==> src/rtl/idle_ctl_pkg.sv <==
package idle_ctl_pkg;
  typedef enum logic [1:0] {
    ST_RUN  = 2'd0,
    ST_CORE = 2'd1,
    ST_CHIP = 2'd2
  } idle_st_e;

  localparam int BIT_WAKE_ANY = 10;
  localparam int BIT_TMR_IDLE = 9;
  localparam int BIT_BIF_IDLE = 8;
  localparam int BIT_PLL_EN   = 7;

  typedef struct packed {
    logic wake_any;
    logic tmr_idle;
    logic bif_idle;
    logic pll_en;
  } idle_cfg_t;
endpackage

==> src/rtl/idle_ctl_regs.sv <==
module idle_ctl_regs
  import idle_ctl_pkg::*;
#(
  parameter int ADDR_W = 4,
  parameter int DATA_W = 32,
  parameter logic [ADDR_W-1:0] CFG_OFF  = 4,
  parameter logic [ADDR_W-1:0] STAT_OFF = 8
) (
  input  logic              clk,
  input  logic              rst,
  input  logic [ADDR_W-1:0] addr,
  input  logic              wr,
  input  logic [DATA_W-1:0] wdata,
  input  logic              stat_idle,
  input  logic              stat_chip,
  output idle_cfg_t         cfg,
  output logic [DATA_W-1:0] rdata
);
  logic unused_wdata;
  assign unused_wdata = ^{wdata[DATA_W-1:BIT_WAKE_ANY+1], wdata[BIT_PLL_EN-1:0]};

  always_ff @(posedge clk) begin
    if (rst) begin
      cfg <= '{wake_any: 1'b1, tmr_idle: 1'b0, bif_idle: 1'b0, pll_en: 1'b0};
    end else if (wr && addr == CFG_OFF) begin
      cfg.wake_any <= wdata[BIT_WAKE_ANY];
      cfg.tmr_idle <= wdata[BIT_TMR_IDLE];
      cfg.bif_idle <= wdata[BIT_BIF_IDLE];
      cfg.pll_en   <= wdata[BIT_PLL_EN];
    end
  end

  always_ff @(posedge clk) begin
    if (rst) begin
      rdata <= '0;
    end else begin
      rdata <= '0;
      if (addr == CFG_OFF) begin
        rdata[BIT_WAKE_ANY] <= cfg.wake_any;
        rdata[BIT_TMR_IDLE] <= cfg.tmr_idle;
        rdata[BIT_BIF_IDLE] <= cfg.bif_idle;
        rdata[BIT_PLL_EN]   <= cfg.pll_en;
      end else if (addr == STAT_OFF) begin
        rdata[1:0] <= {stat_chip, stat_idle};
      end
    end
  end
endmodule

==> src/rtl/idle_ctl_sync.sv <==
module idle_ctl_sync #(
  parameter int   STAGES  = 2,
  parameter logic RST_VAL = 1'b1
) (
  input  logic clk,
  input  logic rst,
  input  logic d,
  output logic q
);
  logic [STAGES-1:0] chain;

  for (genvar i = 0; i < STAGES; i++) begin : g_stage
    if (i == 0) begin : g_first
      always_ff @(posedge clk) chain[i] <= rst ? RST_VAL : d;
    end else begin : g_next
      always_ff @(posedge clk) chain[i] <= rst ? RST_VAL : chain[i-1];
    end
  end

  assign q = chain[STAGES-1];
endmodule

==> src/rtl/idle_ctl_fsm.sv <==
module idle_ctl_fsm
  import idle_ctl_pkg::*;
#(
  parameter int NUM_WAKE = 4
) (
  input  logic                clk,
  input  logic                rst,
  input  idle_cfg_t           cfg,
  input  logic                wake_n_s,
  input  logic                idle_req,
  input  logic                irq,
  input  logic [NUM_WAKE-1:0] wake_src,
  input  logic                dsp_gidle,
  input  logic                dma_busy,
  input  logic                test_clk_en,
  input  logic                posted_wr_pend,
  input  logic                periph_clk_off,
  input  logic                bif_clk_en_in,
  input  logic                bif_clk_req,
  output logic                core_clk_en,
  output logic                tmr_clk_en,
  output logic                bif_clk_en,
  output logic                pll_idle_req,
  output logic                idle_flag,
  output logic                chip_idle_flag
);
  idle_st_e st, nxt;
  logic qual, irq_w, src_w, chip_ok, nxt_idle, quiet;

  always_comb begin
    qual     = cfg.wake_any | ~wake_n_s;
    irq_w    = irq & qual;
    src_w    = (|wake_src) & qual;
    chip_ok  = cfg.bif_idle & bif_clk_en_in;
    nxt      = st;
    case (st)
      ST_RUN:  if (idle_req && !irq_w) nxt = ST_CORE;
      ST_CORE: if (irq_w) nxt = ST_RUN;
               else if (chip_ok) nxt = ST_CHIP;
      ST_CHIP: if (irq_w || src_w) nxt = ST_RUN;
               else if (!chip_ok) nxt = ST_CORE;
      default: nxt = ST_RUN;
    endcase
    nxt_idle = (nxt != ST_RUN);
    quiet    = dsp_gidle & (~dma_busy | ~test_clk_en) & ~posted_wr_pend & periph_clk_off;
  end

  always_ff @(posedge clk) begin
    if (rst) begin
      st             <= ST_RUN;
      core_clk_en    <= 1'b1;
      tmr_clk_en     <= 1'b1;
      bif_clk_en     <= 1'b0;
      pll_idle_req   <= 1'b0;
      idle_flag      <= 1'b0;
      chip_idle_flag <= 1'b0;
    end else begin
      st             <= nxt;
      core_clk_en    <= ~nxt_idle;
      tmr_clk_en     <= ~(nxt_idle & cfg.tmr_idle);
      bif_clk_en     <= cfg.bif_idle ? bif_clk_req : bif_clk_en_in;
      pll_idle_req   <= cfg.pll_en & nxt_idle & quiet;
      idle_flag      <= nxt_idle;
      chip_idle_flag <= (nxt == ST_CHIP);
    end
  end
endmodule

==> src/rtl/cpu_idle_ctl.sv <==
module cpu_idle_ctl
  import idle_ctl_pkg::*;
#(
  parameter int ADDR_W      = 4,
  parameter int DATA_W      = 32,
  parameter int NUM_WAKE    = 4,
  parameter int SYNC_STAGES = 2
) (
  input  logic                clk,
  input  logic                rst,
  input  logic [ADDR_W-1:0]   bus_addr,
  input  logic                bus_wr,
  input  logic [DATA_W-1:0]   bus_wdata,
  output logic [DATA_W-1:0]   bus_rdata,
  input  logic                idle_req,
  input  logic                irq,
  input  logic                ext_wake_n,
  input  logic [NUM_WAKE-1:0] wake_src,
  input  logic                dsp_gidle,
  input  logic                dma_busy,
  input  logic                test_clk_en,
  input  logic                posted_wr_pend,
  input  logic                periph_clk_off,
  input  logic                bif_clk_en_in,
  input  logic                bif_clk_req,
  output logic                core_clk_en,
  output logic                tmr_clk_en,
  output logic                bif_clk_en,
  output logic                pll_idle_req,
  output logic                idle_flag,
  output logic                chip_idle_flag
);
  localparam logic [ADDR_W-1:0] CFG_OFF  = ADDR_W'(4);
  localparam logic [ADDR_W-1:0] STAT_OFF = ADDR_W'(8);

  idle_cfg_t cfg_q;
  logic      wake_n_sync;
  logic      cfg_wake_mode;

  assign cfg_wake_mode = cfg_q.wake_any;

  idle_ctl_regs #(
    .ADDR_W(ADDR_W), .DATA_W(DATA_W), .CFG_OFF(CFG_OFF), .STAT_OFF(STAT_OFF)
  ) u_regs (
    .clk(clk), .rst(rst), .addr(bus_addr), .wr(bus_wr), .wdata(bus_wdata),
    .stat_idle(idle_flag), .stat_chip(chip_idle_flag),
    .cfg(cfg_q), .rdata(bus_rdata)
  );

  idle_ctl_sync #(.STAGES(SYNC_STAGES), .RST_VAL(1'b1)) u_sync (
    .clk(clk), .rst(rst), .d(ext_wake_n), .q(wake_n_sync)
  );

  idle_ctl_fsm #(.NUM_WAKE(NUM_WAKE)) u_fsm (
    .clk(clk), .rst(rst), .cfg(cfg_q), .wake_n_s(wake_n_sync),
    .idle_req(idle_req), .irq(irq), .wake_src(wake_src),
    .dsp_gidle(dsp_gidle), .dma_busy(dma_busy), .test_clk_en(test_clk_en),
    .posted_wr_pend(posted_wr_pend), .periph_clk_off(periph_clk_off),
    .bif_clk_en_in(bif_clk_en_in), .bif_clk_req(bif_clk_req),
    .core_clk_en(core_clk_en), .tmr_clk_en(tmr_clk_en), .bif_clk_en(bif_clk_en),
    .pll_idle_req(pll_idle_req), .idle_flag(idle_flag), .chip_idle_flag(chip_idle_flag)
  );
endmodule

==> config.mk <==
export PLATFORM = sky130hd
export DESIGN_NAME = cpu_idle_ctl
export DESIGN_NICKNAME = d
export VERILOG_FILES = /design/src/rtl/idle_ctl_pkg.sv /design/src/rtl/idle_ctl_regs.sv /design/src/rtl/idle_ctl_sync.sv /design/src/rtl/idle_ctl_fsm.sv /design/src/rtl/cpu_idle_ctl.sv
export SDC_FILE = /design/constraint.sdc
export NUM_CORES = 1
export LEC_CHECK = 0
export ABC_AREA = 0
export BUFFER_PORTS_ARGS = -buffer_cell sky130_fd_sc_hd__buf_2
export CAP_MARGIN = 20
export CORE_ASPECT_RATIO = 1.25
export CORE_MARGIN = 5
export CORE_UTILIZATION = 34
export DETAILED_ROUTE_END_ITERATION = 7
export PLACE_DENSITY = 0.75
export SLEW_MARGIN = 0
export SYNTH_ARGS = -nofsm -noshare
export SYNTH_HDL_FRONTEND = slang
export SYNTH_HIERARCHICAL = 1
export SYNTH_SLANG_ARGS = --single-unit
==> constraint.sdc <==
create_clock -name clk -period 3.4 [get_ports clk]
set_input_delay 0 -clock clk [delete_from_list [all_inputs] [get_ports clk]]
set_output_delay 0 -clock clk [all_outputs]
set_load 0.03 [all_outputs]
## Yosys cells after proc, flatten, opt, wreduce, memory -nomap -nowiden

Index checks and enable logic that the tools add are counted.

| word-level totals | value |
|---|---|
| register bits after elaboration | 46 |
| latch bits | 0 |
| bits in writable memories | 0 |
| bits in read-only memories | 0 |
| bits of input ports | 53 |
| output and inout bits | 38 |
| logic and storage cells | 56 |
| memories kept | 0 |

| operators by class | value |
|---|---|
| add/subtract/negate cells | 0 |
| multiply operators | 0 |
| div/mod/pow operators | 0 |
| $lt $le $gt $ge | 0 |
| eq/ne operators | 5 |
| shift operators | 0 |
| multiplexer cells | 7 |
| bitwise logic cells | 19 |
| reduce and logical (&&, ||, !) cells | 9 |

Operator list:

| cell | number |
|---|---|
| 2-bit two-way mux | 5 |
| 1-bit AND | 9 |
| 1-bit inverter | 8 |
| 2-bit one-hot mux with 3 select lines | 1 |
| 2-bit == test, second input constant | 2 |
| 4-bit by 3-bit == test with 1-bit output, second input constant | 1 |
| 4-bit == test, second input constant | 1 |
| 4-bit OR reduction | 1 |
| 3-bit OR reduction | 1 |
| 2-bit by 1-bit == test with 1-bit output, second input constant | 1 |
| 1-bit logical AND | 2 |
| 2-bit zero test | 1 |
| 1-bit bitwise OR | 2 |
| 2-bit nonzero test | 1 |
| 2-bit OR reduction | 1 |
| 1-bit zero test | 1 |
| 1-bit logical OR | 1 |
| 1-bit two-way mux | 1 |

## Logic depth before layout (Yosys ltp)

Gate-level depths: netlist of the first run.

| logic depth | value |
|---|---|
| depth in word-level cells | 10 |
| depth in mapped cells | 4 |
| gate-level depth less buffers | 4 |

## By module

Netlist of the first run, hierarchy kept.

Modules (own cells, without submodules):

| module | times used | cells an instance | area each (µm²) | sequential area each (µm²) |
|---|---|---|---|---|
| idle_ctl_regs | 1 | 59 | 586.8 | 200.2 |
| idle_ctl_fsm | 1 | 33 | 340.3 | 160.2 |
| idle_ctl_sync | 1 | 4 | 52.6 | 40.0 |

## Worst setup path after synthesis of the first run

No wires, ideal clock.

| timing | value |
|---|---|
| path type | register to register |
| from | register u_sync.chain[1], in the netlist u_sync/q |
| to | register u_fsm.idle_flag |
| setup time | 0.127 ns |
| arrival time | 1.101 ns |
| required time | 3.273 ns |
| setup slack | 2.172 ns |
| cell stages (with the launch flop) | 5 |
| path buffers | 0 |
| clock period less this slack | 1.228 ns |
| cells stage by stage | dfxtp_1 nor2b_1 a21oi_1 a2111oi_4 or3_1 |

| between the ends | value |
|---|---|
| word-level cells in the longest chain between the ends | 8 |
| elaborated cells between the ends (all ways) | 12 |
| those cells by class | mux (4); bitwise (4); reduce/logical (4) |

RTL lines:

| element | RTL line | RTL |
|---|---|---|
| from (decl) | idle_ctl_sync.sv:10 | `logic [STAGES-1:0] chain;` |
| from (signal, indexed assignment) | idle_ctl_sync.sv:16 | `always_ff @(posedge clk) chain[i] <= rst ? RST_VAL : chain[i-1];` |
| 1-bit inverter * | idle_ctl_fsm.sv:31 | `qual = cfg.wake_any \| ~wake_n_s;` |
| 1-bit bitwise OR * | idle_ctl_fsm.sv:31 |  |
| 1-bit AND | idle_ctl_fsm.sv:32 | `irq_w = irq & qual;` |
| 1-bit zero test | idle_ctl_fsm.sv:37 | `ST_RUN: if (idle_req && !irq_w) nxt = ST_CORE;` |
| 1-bit logical AND | idle_ctl_fsm.sv:37 |  |
| 2-bit two-way mux | idle_ctl_fsm.sv:37 |  |
| 2-bit one-hot mux with 3 select lines * | idle_ctl_fsm.sv:36 | `case (st)` |
| 2-bit nonzero test * | idle_ctl_fsm.sv:44 | `nxt_idle = (nxt != ST_RUN);` |
| to (signal assigned) | idle_ctl_fsm.sv:63 | `idle_flag <= nxt_idle;` |
| to (decl) | idle_ctl_fsm.sv:24 | `output logic idle_flag,` |

Mark *: on every way between the ends. The rest lies on a longest branch, timed or not.
A chain may end at the register's enable or synchronous reset.

## Worst setup path after layout of the first run

| timing | value |
|---|---|
| from | register u_regs/cfg[0] (netlist name) |
| to | register u_fsm.pll_idle_req |

| between the ends | value |
|---|---|
| word-level cells in the longest chain between the ends | 2 |

RTL lines:

| element | RTL line | RTL |
|---|---|---|
| 1-bit AND (2 in a row) | idle_ctl_fsm.sv:62 | `pll_idle_req <= cfg.pll_en & nxt_idle & quiet;` |
| to (signal assigned) | idle_ctl_fsm.sv:62 |  |
| to (decl) | idle_ctl_fsm.sv:23 | `output logic pll_idle_req,` |

No other way between the ends.

==> impl_results.md, run 1 <==
* Cell Area, Placed at 1100 um^2
* Post-DP HPWL at 1570 um
* Total grt overflow at 0
* Critical Path AT at 1620 ps
* H-tree levels at 1
* Iter 0 DRT Violations at 26
* IO Pins at 91
* Diodes inserted at 0
* LEAKAGE at between 0.5 and 0.6 nW
* Fmax at 0.723 GHz
* Commonest non-fill, non-tap cells in the layout: 36 x buf_2, 26 x conb_1, 20 x dfxtp_1
* RePlAce Congestion at 0.762
* CTS Buf Count at 3
* Clk_lat worst skew at 280 ps
* # nets final at 198
* IO Port Bufs at 36
* Outcome: finished, final reports clean
* Reg-to-reg setup timing slack at slightly above 2000 ps
* Row Count at 21
* Die ar. at 4060 um^2
* Warnings, synthesis at 6
* Count of final hold-check violations at 0
* Final Skew at 4.04 ps
* Max cap viols at 0
* Pre-Repair DR Iteration Count at 4
* Async SR Flop Fraction at 0%
* Post-place setup slack at a little over 2000 ps
* Final instance area at 1210 um^2
* Reg2reg start: u_regs/cfg[0]
* TritonCTS clock tree: built
* Most common cell after layout, fill and taps aside: buf_2
* Reg2Reg Depth at 4
* Vias in the first global route at 739
* Final min period at 1380 ps
* Setup crit end kind: flop
* Slack of the critical path at a little over 2000 ps
* Die Y at 70.0 um
* Max_slew headroom at 65.3%
* Slowest cell on crit path: dlygate4sd3_1
* DRC errors left at 0
* Clk Tree Root Cell: clkbuf_4
* Post-DR vias/cell at 4.21
* Share of post-route cells with drive strength above 1 at roughly a third
* Period utilisation layout at 40.7%
* First-pass GRT wire length at 3140 um
* Final max-slew violation count at 0
* RSZ-0062 raised after global routing: no
* Worst Setup SP: u_regs/cfg[0]
* PwrDens at 353 nW/um^2
* Vias at 745
* Longest Clk Path Bufs at 2
* EDFF count, synth at 0
* Main synth FF type: dfxtp_1
* Seq cells post-synth at 20
* Initial antenna violation count at 0
* Worst min-delay path class: in2reg
* Reg2reg end: u_fsm/pll_idle_req
* Worst slew pin tran at 516 ps
* Total GRT Usage at 9.77%
* # setup viols final at 0
* Clock transition at path regs at 90 ps
* WS Path Type: reg2reg
* Crit-path cells: nand4b_1 > a21oi_1 > dlygate4sd3_1 > o31a_1
* CP Max Fanout at 3
* Fillers at 291
* Syn Inst Count at 96
* Largest net degree at the start of global routing at 17
* Synth cell types at 31
* Synth-to-layout area growth at 23.9%
* Routed WL per cell at 11.3 um
* Core footprint at 2730 um^2
* Antenna-violating nets left at 0
* CP endpoint: u_fsm/pll_idle_req
* Slowest Stage Delay on Critical Path at between 500 and 600 ps
* CP Launch Type: flop
* Synthesized area at between 900 and 1000 um^2
* Req. time, crit path at 3630 ps
* Seq/Total Area, Yosys at 40.9%
* Max IR drop VDD at 143 uV
* Initial cell density of the core at 35.9%
* Die width at 58.0 um
* CTS Sinks at 20
* Total wire length at roughly 2000 um
* Setup TNS at 0 ps
* Avg Synthesized Cell Area at between 10 and 15 um^2
* Hold path depth at 3
==> metrics by stage <==
step                utilization (%)  hold slack, ps  instances  power [W]
global placement               40.3             187        165   0.000323
floorplan                         -            72.4        121   0.000325
finish                         44.4            47.7        177   0.000429
CTS                            44.4            34.9        177   0.000436
global route                   44.4            32.6        177   0.000457
detailed placement             40.3             203        165   0.000325
==> cells in the mapped netlist, types with 2 or more instances <==
library cell  number  area share [%]
buf_4             26              20
dfxtp_1           20              41
nand2b_1           6             3.8
mux2i_1            5             5.1
nor2_1             5             1.9
and2_1             4             2.6
a21oi_1            2             1.0
and4b_2            2             2.3
nand2_1            2            0.77
nand3_1            2             1.0
or2_1              2             1.3
==> worst max-delay path: cells and delay by family, from the launching register on <==
family | cells | cell delay, ps
buffers and inverters | 1 | 580
flip-flops | 1 | 370
AND/OR/NAND/NOR | 1 | 120
AO/OA/AOI/OAI | 2 | 270
==> routing by layer <==
layer  GRT usage, %  vias up  routed length [um]
met5              0        -                   0
met4           4.64        0                  29
met3           2.58        4                 253
met2           17.2       44                 997
met1           10.5      328                 718
li1               -      369                   -
==> area by class of cell <==
cell class | instances | area [um^2] | share of cell area [%]
clock buffer | 3 | 22.5 | 1.86
multi-input combinational | 74 | 474 | 39.1
inverter | 1 | 3.75 | 0.309
sequential | 20 | 400 | 33.0
tap | 34 | 42.5 | 3.51
timing repair buffer | 45 | 270 | 22.3
==> what timing repair did <==
item,CTS,global route
endpoints found under the hold margin,7,0
hold buffers,9,0
resized for setup,0,0
setup buffers,0,0
==> flip-flops by register name, summed over array words and instances, names as in the netlist <==
register	flops
u_fsm/chip_idle_flag	1
u_fsm/core_clk_en	1
u_fsm/tmr_clk_en	1
u_sync/chain	1
u_regs/cfg	4
u_fsm/st	2
u_sync/q	1
u_fsm/idle_flag	1
u_fsm/pll_idle_req	1
u_fsm/bif_clk_en	1
u_regs/rdata	6
==> where the power goes <==
group,internal (W),switching [W]
Combinational,0.0000257,0.0000613
Clock,0.0000411,0.0000599
Sequential,0.000239,0.00000219
Total,0.000305,0.000123
==> cell families after synthesis <==
kind of cell,after synthesis,synth area share [%]
compound gates,9,8.56
xor+xnor,1,0.894
buf+inv,27,20.3
flops,20,40.9
mux,5,5.11
other cells,1,0.383
simple gates,33,23.9
==> worst min-delay path by stage <==
stage	slack, ps	endpoint	from
6_report	50	u_regs/cfg[0]	bus_addr[1]
3_3_place_gp	190	u_sync/chain[0]	ext_wake_n
5_1_grt	30	u_regs/cfg[0]	bus_addr[0]
3_5_place_dp	200	u_sync/chain[0]	ext_wake_n
4_1_cts	30	u_regs/cfg[0]	bus_addr[1]
2_1_floorplan	70	u_fsm/bif_clk_en	rst
No activity file was read; power rests on OpenSTA's default activity.
==> inputs of run 2 (changes only) <==
clock period = 1.4 ns   (was 3.4 ns; I/O delays follow)
==> run 2 against run 1 <==
  * Flip-flop and latch count is the same
  * Sequential share of layout area shrank 0.79 points
  * Maximum frequency up 4.0%
  * Clock power grew to 3.1 times the previous value
  * Final cell count grew 1.7%
  * Hold slack lost 8.2 ps
  * Count of clock-buffer cells in the layout rose by 1
  * Global-route usage shrank 0.29 points
  * Via count rose by 0.54%
  * Non-clock buffer count grew 2
  * Critical path type unchanged
  * Largest power group unchanged
==> impl_results.md, run 2 (synthesis results as in run 1) <==
* CTS Buf Count at 3 (unchanged)
* CP Max Fanout at 3 (unchanged)
* # nets final at 200 (+1.0%)
* Hold path depth at 2 (-1)
* Req. time, crit path at 1590 ps (-2040 ps)
* RSZ-0062 raised after global routing: no
* Vias in the first global route at 749 (+1.4%)
* Diodes inserted at 0 (unchanged)
* Top reg by flops: u_regs/rdata
* Row Count at 21 (unchanged)
* RePlAce Congestion at 0.763 (+0.13%)
* Setup crit end kind: flop
* Antenna-violating nets left at 0 (unchanged)
* Postcts setup bufs at 0 (unchanged)
* Reg2Reg Depth at 4 (unchanged)
* Total wire length at 1950 um (-2.6%)
* IO Port Bufs at 36 (unchanged)
* Post-DR vias/cell at 4.16 (-1.1%)
* Largest net degree at the start of global routing at 15 (-2)
* Final max-slew violation count at 0 (unchanged)
* Routed WL per cell at 10.8 um (-4.2%)
* Most common cell after layout, fill and taps aside: buf_2
* Placed insts at 167 (+1.2%)
* Total GRT Usage at 9.48% (-0.29 points)
* Initial cell density of the core at 35.9% (unchanged)
* Die width at 58.0 um (unchanged)
* Clock transition at path regs at 100 ps (about the same)
* Share of post-route cells with drive strength above 1 at 37.0% (+4.1 points)
* Period utilisation layout at 95.1% (+54 points)
* Synth-to-layout area growth at 27.7%
* Setup TNS at 0 ps (unchanged)
* Hold path startpoint: bus_addr[3]
* Post-DP HPWL at 1590 um (+1.5%)
* Count of final hold-check violations at 0 (unchanged)
* WS Path Type: reg2reg
* Fillers at 275 (-5.5%)
* LEAKAGE at 0.595 nW (+3.1%)
* Final Skew at 0.889 ps (-3.15 ps)
* Max FFs per register at 6 (unchanged)
* H-tree levels at 1 (unchanged)
* Reg2reg start: u_regs/cfg[1]
* Iter 0 DRT Violations at 9 (-65%)
* Final core utilization at 45.8% (+1.4 points)
* Initial antenna violation count at 0 (unchanged)
* Fmax at 0.751 GHz (+4.0%)
* First-pass GRT wire length at 3120 um (-0.67%)
* DRC errors left at 0 (unchanged)
* Biggest regs: u_regs/rdata x6, u_regs/cfg x4, u_fsm/st x2
* Critical Path AT at 1520 ps (-100 ps)
* Clk Tree Root Cell: clkbuf_4
* IO Pins at 91 (unchanged)
* Final min period at 1330 ps (-52.9 ps)
* Die Y at 70.0 um (unchanged)
* Max cap viols at 0 (unchanged)
* Longest Clk Path Bufs at 2 (unchanged)
* Vias at 749 (+0.54%)
* Outcome: finished, final reports clean
* PwrDens at 894 nW/um^2 (+150%)
* TritonCTS clock tree: built
* Hold Crit Endpoint: u_regs/rdata[0]
* Commonest non-fill, non-tap cells in the layout: 36 x buf_2, 26 x conb_1, 18 x dfxtp_1
* Reg2reg end: u_fsm/bif_clk_en
* Worst min-delay path class: in2reg
* Core footprint at 2730 um^2 (unchanged)
* # setup viols final at 0 (unchanged)
* Area occupied by multi-input gates at 480 um^2 (+1.3%)
* Die ar. at 4060 um^2 (unchanged)
* Max IR drop VDD at 365 uV (+160%)
* CTS Sinks at 20 (unchanged)
* Sequential Area at 403 um^2 (+0.62%)
* Clk_lat worst skew at 290 ps (about the same)
* Reg-to-reg setup timing slack at 70 ps (-1950 ps)
* Fin cells at 180 (+1.7%)
* Total grt overflow at 0 (unchanged)
* CP Launch Type: flop
* Pre-Repair DR Iteration Count at 3 (-1)
run 2: power by group:
group          internal, W  switching, W  total, W
combinational    0.0000672      0.000150  0.000217
clock             0.000158      0.000158  0.000317
sequential        0.000580    0.00000558  0.000586
total             0.000806      0.000314   0.00112
run 2: metal layers:
layer | vias up | wire, um | track usage (%) | part of all wire [%]
met2 | 42 | 929 | 16.6 | 48
met1 | 328 | 733 | 10.1 | 38
met5 | - | 0 | 0 | 0
met3 | 2 | 280 | 3.87 | 14
met4 | 0 | 4 | 3.09 | 0.21
li1 | 377 | - | - | -
run 2: critical path, stage by stage, from the launching register on:
cell and delay (ps):
dfxtp_2 350, buf_4 120, mux2i_1 170, dlygate4sd3_1 560, nor2_1 40
run 2: final cells by class:
cell class	count	share of cell area, %
inverter	1	0.300
clock buffer	4	2.90
multi-input combinational	74	38.4
timing repair buffer	47	22.8
tap	34	3.40
sequential	20	32.2
run 2: how the worst max path moves through the flow:
stage	slack (ps)	end	start
floorplan	170	u_fsm/idle_flag	u_sync/q
global placement	90	u_fsm/tmr_clk_en	u_regs/cfg[3]
detailed placement	9	u_fsm/tmr_clk_en	u_sync/q
CTS	7	u_fsm/idle_flag	u_sync/q
global route	40	u_fsm/bif_clk_en	u_regs/cfg[1]
finish	70	u_fsm/bif_clk_en	u_regs/cfg[1]
run 2: metrics by stage:
step,total power [W],hold WS [ps],worst slack [ps],instance area [um^2]
detailed placement,0.000793,189,9.29,1120
finish,0.00112,39.5,69.2,1250
global placement,0.000789,183,89.2,1120
global route,0.00119,23.8,36.9,1250
floorplan,0.000788,72.4,172,1070
CTS,0.00113,36.3,6.99,1240
run 2: timing repair:
action | in CTS | in global routing
hold endpoints to repair | 7 | 0
resized for setup | 0 | 4
hold buffers | 9 | 0
endpoints found under the setup margin | 2 | 5
pin swaps | 1 | 0
==> inputs of run 3 (changes only) <==
CORE_MARGIN = 10   (was 5)
==> run 3 against run 2 <==
  * Highest routed layer unchanged
  * Setup slack lost 17 ps
  * Combinational power is essentially flat
  * Via count shrank 1.9%
  * Core utilization shrank 0.78 points
  * Final cell count shrank 1.1%
  * Sequential power is essentially flat
  * Total power shrank 5.7%
  * Clock skew grew 1.8 ps
==> impl_results.md, run 3 (synthesis results as in run 1) <==
* Outcome: finished, final reports clean
* Post-DR vias/cell at 4.13 (-0.77%)
* Routed WL per cell at 12.8 um (+19%)
* Iter 0 DRT Violations at 17 (+8)
* Reg2reg end: u_fsm/idle_flag
* Critical Path AT at 1520 ps (about the same)
* Vias at 735 (-1.9%)
* CP Max Fanout at 5 (+2)
* Placed insts at 166 (-0.60%)
* Slowest cell on crit path: or3_1
* Diodes inserted at 0 (unchanged)
* Final min period at 1350 ps (+16.8 ps)
* Post-DP HPWL at 1920 um (+21%)
* Final Skew at 2.70 ps (+1.81 ps)
* Most common cell after layout, fill and taps aside: buf_2
* Synth-to-layout area growth at 25.5%
* Initial cell density of the core at 35.9% (unchanged)
* CP Depth at 4 (unchanged)
* Period utilisation layout at 96.3% (+1.2 points)
* RePlAce Congestion at 0.768 (+0.56%)
* WS Path Type: reg2reg
* Largest net degree at the start of global routing at 12 (-3)
* CTS Sinks at 20 (unchanged)
* Clk Tree Root Cell: clkbuf_4
* Setup crit end kind: flop
* H-tree levels at 1 (unchanged)
* IO Pins at 91 (unchanged)
* Worst min-delay path class: in2reg
* CP endpoint: u_fsm/idle_flag
* Initial antenna violation count at 0 (unchanged)
* First-pass GRT wire length at 3740 um (+20%)
* Pre-Repair DR Iteration Count at 4 (+1)
* TritonCTS clock tree: built
* IO Port Bufs at 36 (unchanged)
* Fin cells at 178 (-1.1%)
* Share of post-route cells with drive strength above 1 at 35.4% (-1.6 points)
* Die Y at 80.0 um (+14%)
* Total wire length at 2280 um (+17%)
* Vias in the first global route at 838 (+12%)
* PwrDens at 858 nW/um^2 (-4.0%)
* Slowest Stage Delay on Critical Path at 380 ps (-180 ps)
* CTS Buf Count at 3 (unchanged)
* Max IR drop VDD at 309 uV (-15%)
* Fmax at 0.742 GHz (-1.2%)
* # setup viols final at 0 (unchanged)
* Core footprint at 2730 um^2 (unchanged)
* Total grt overflow at 0 (unchanged)
* Setup TNS at 0 ps (unchanged)
* Reg-to-reg setup timing slack at 50 ps (-20 ps)
* LEAKAGE at 0.582 nW (-2.3%)
* Die width at 68.0 um (+17%)
* Commonest non-fill, non-tap cells in the layout: 36 x buf_2, 26 x conb_1, 18 x dfxtp_1
* Die ar. at 5440 um^2 (+34%)
* Biggest regs: u_regs/rdata x6, u_regs/cfg x4, u_fsm/st x2
* Final max-slew violation count at 0 (unchanged)
* Longest Clk Path Bufs at 2 (unchanged)
* # nets final at 199 (-0.50%)
* Antenna-violating nets left at 0 (unchanged)
* Row Count at 21 (unchanged)
* CP Launch Type: flop
* Worst Setup SP: u_sync/q
* Max FFs per register at 6 (unchanged)
* Clock transition at path regs at 100 ps (about the same)
* Crit-path cells: nor2b_1 > a21oi_1 > a2111oi_4 > or3_1
* Delay-heaviest family, CP: simple AND/OR/NAND/NOR gates
* DRC errors left at 0 (unchanged)
* Count of final hold-check violations at 0 (unchanged)
* Total GRT Usage at 8.28% (-1.2 points)
* Max cap viols at 0 (unchanged)
* Req. time, crit path at 1570 ps (-20 ps)
* CP Buf/Inv Count at 0 (-2)
* Reg2Reg Depth at 4 (unchanged)
* Clk_lat worst skew at 280 ps (about the same)
* Top reg by flops: u_regs/rdata
* RSZ-0062 raised after global routing: no
* Reg2reg start: u_sync/q
run 3: through the flow:
step	utilization, %	cell area, um^2	total power [W]	setup slack (ps)	hold slack [ps]
after floorplan	-	1070	0.000788	172	72.4
after global placement	40.6	1110	0.000788	101	185
final	45.0	1230	0.00106	52.4	1.92
after CTS	44.7	1220	0.00106	48.6	4.35
after global routing	45.0	1230	0.00110	24.7	22.9
after detailed placement	40.6	1110	0.000792	60.6	193
run 3: where the power goes:
group          internal, W  switching (W)
registers         0.000580     0.00000548
logic            0.0000668       0.000151
clock network    0.0000997       0.000152
total             0.000747       0.000309
run 3: how the worst min path moves through the flow:
stage | start | endpoint | slack, ps | cells past startpoint
after detailed placement | ext_wake_n | u_sync/chain[0] | 190 | 2
after floorplan | rst | u_fsm/bif_clk_en | 70 | 1
after global routing | rst | u_fsm/bif_clk_en | 20 | 2
final | rst | u_fsm/bif_clk_en | 2 | 2
after global placement | ext_wake_n | u_sync/chain[0] | 190 | 2
after CTS | rst | u_fsm/bif_clk_en | 4 | 2
run 3: repair_timing:
action | in CTS | in global routing
hold buffers | 9 | 0
setup endpoints to repair | 0 | 6
buffers inserted | 0 | 0
hold endpoints to repair | 7 | 0
gates resized for setup | 0 | 4
run 3: layer usage:
layer / global-route usage (%) / vias to the layer above / part of all wire (%)
li1: - / 370 / -
met4: 2.42 / 0 / 0.35
met3: 4.49 / 2 / 16
met2: 13.4 / 42 / 45
met1: 8.97 / 321 / 39
met5: 0 / - / 0
run 3: cell type report:
cell class | instances | area, um^2
clock buffer | 3 | 22.5
fill | 274 | 1500
inverter | 1 | 3.75
multi-input combinational | 74 | 480
sequential | 20 | 403
tap | 34 | 42.5
timing repair buffer | 46 | 278
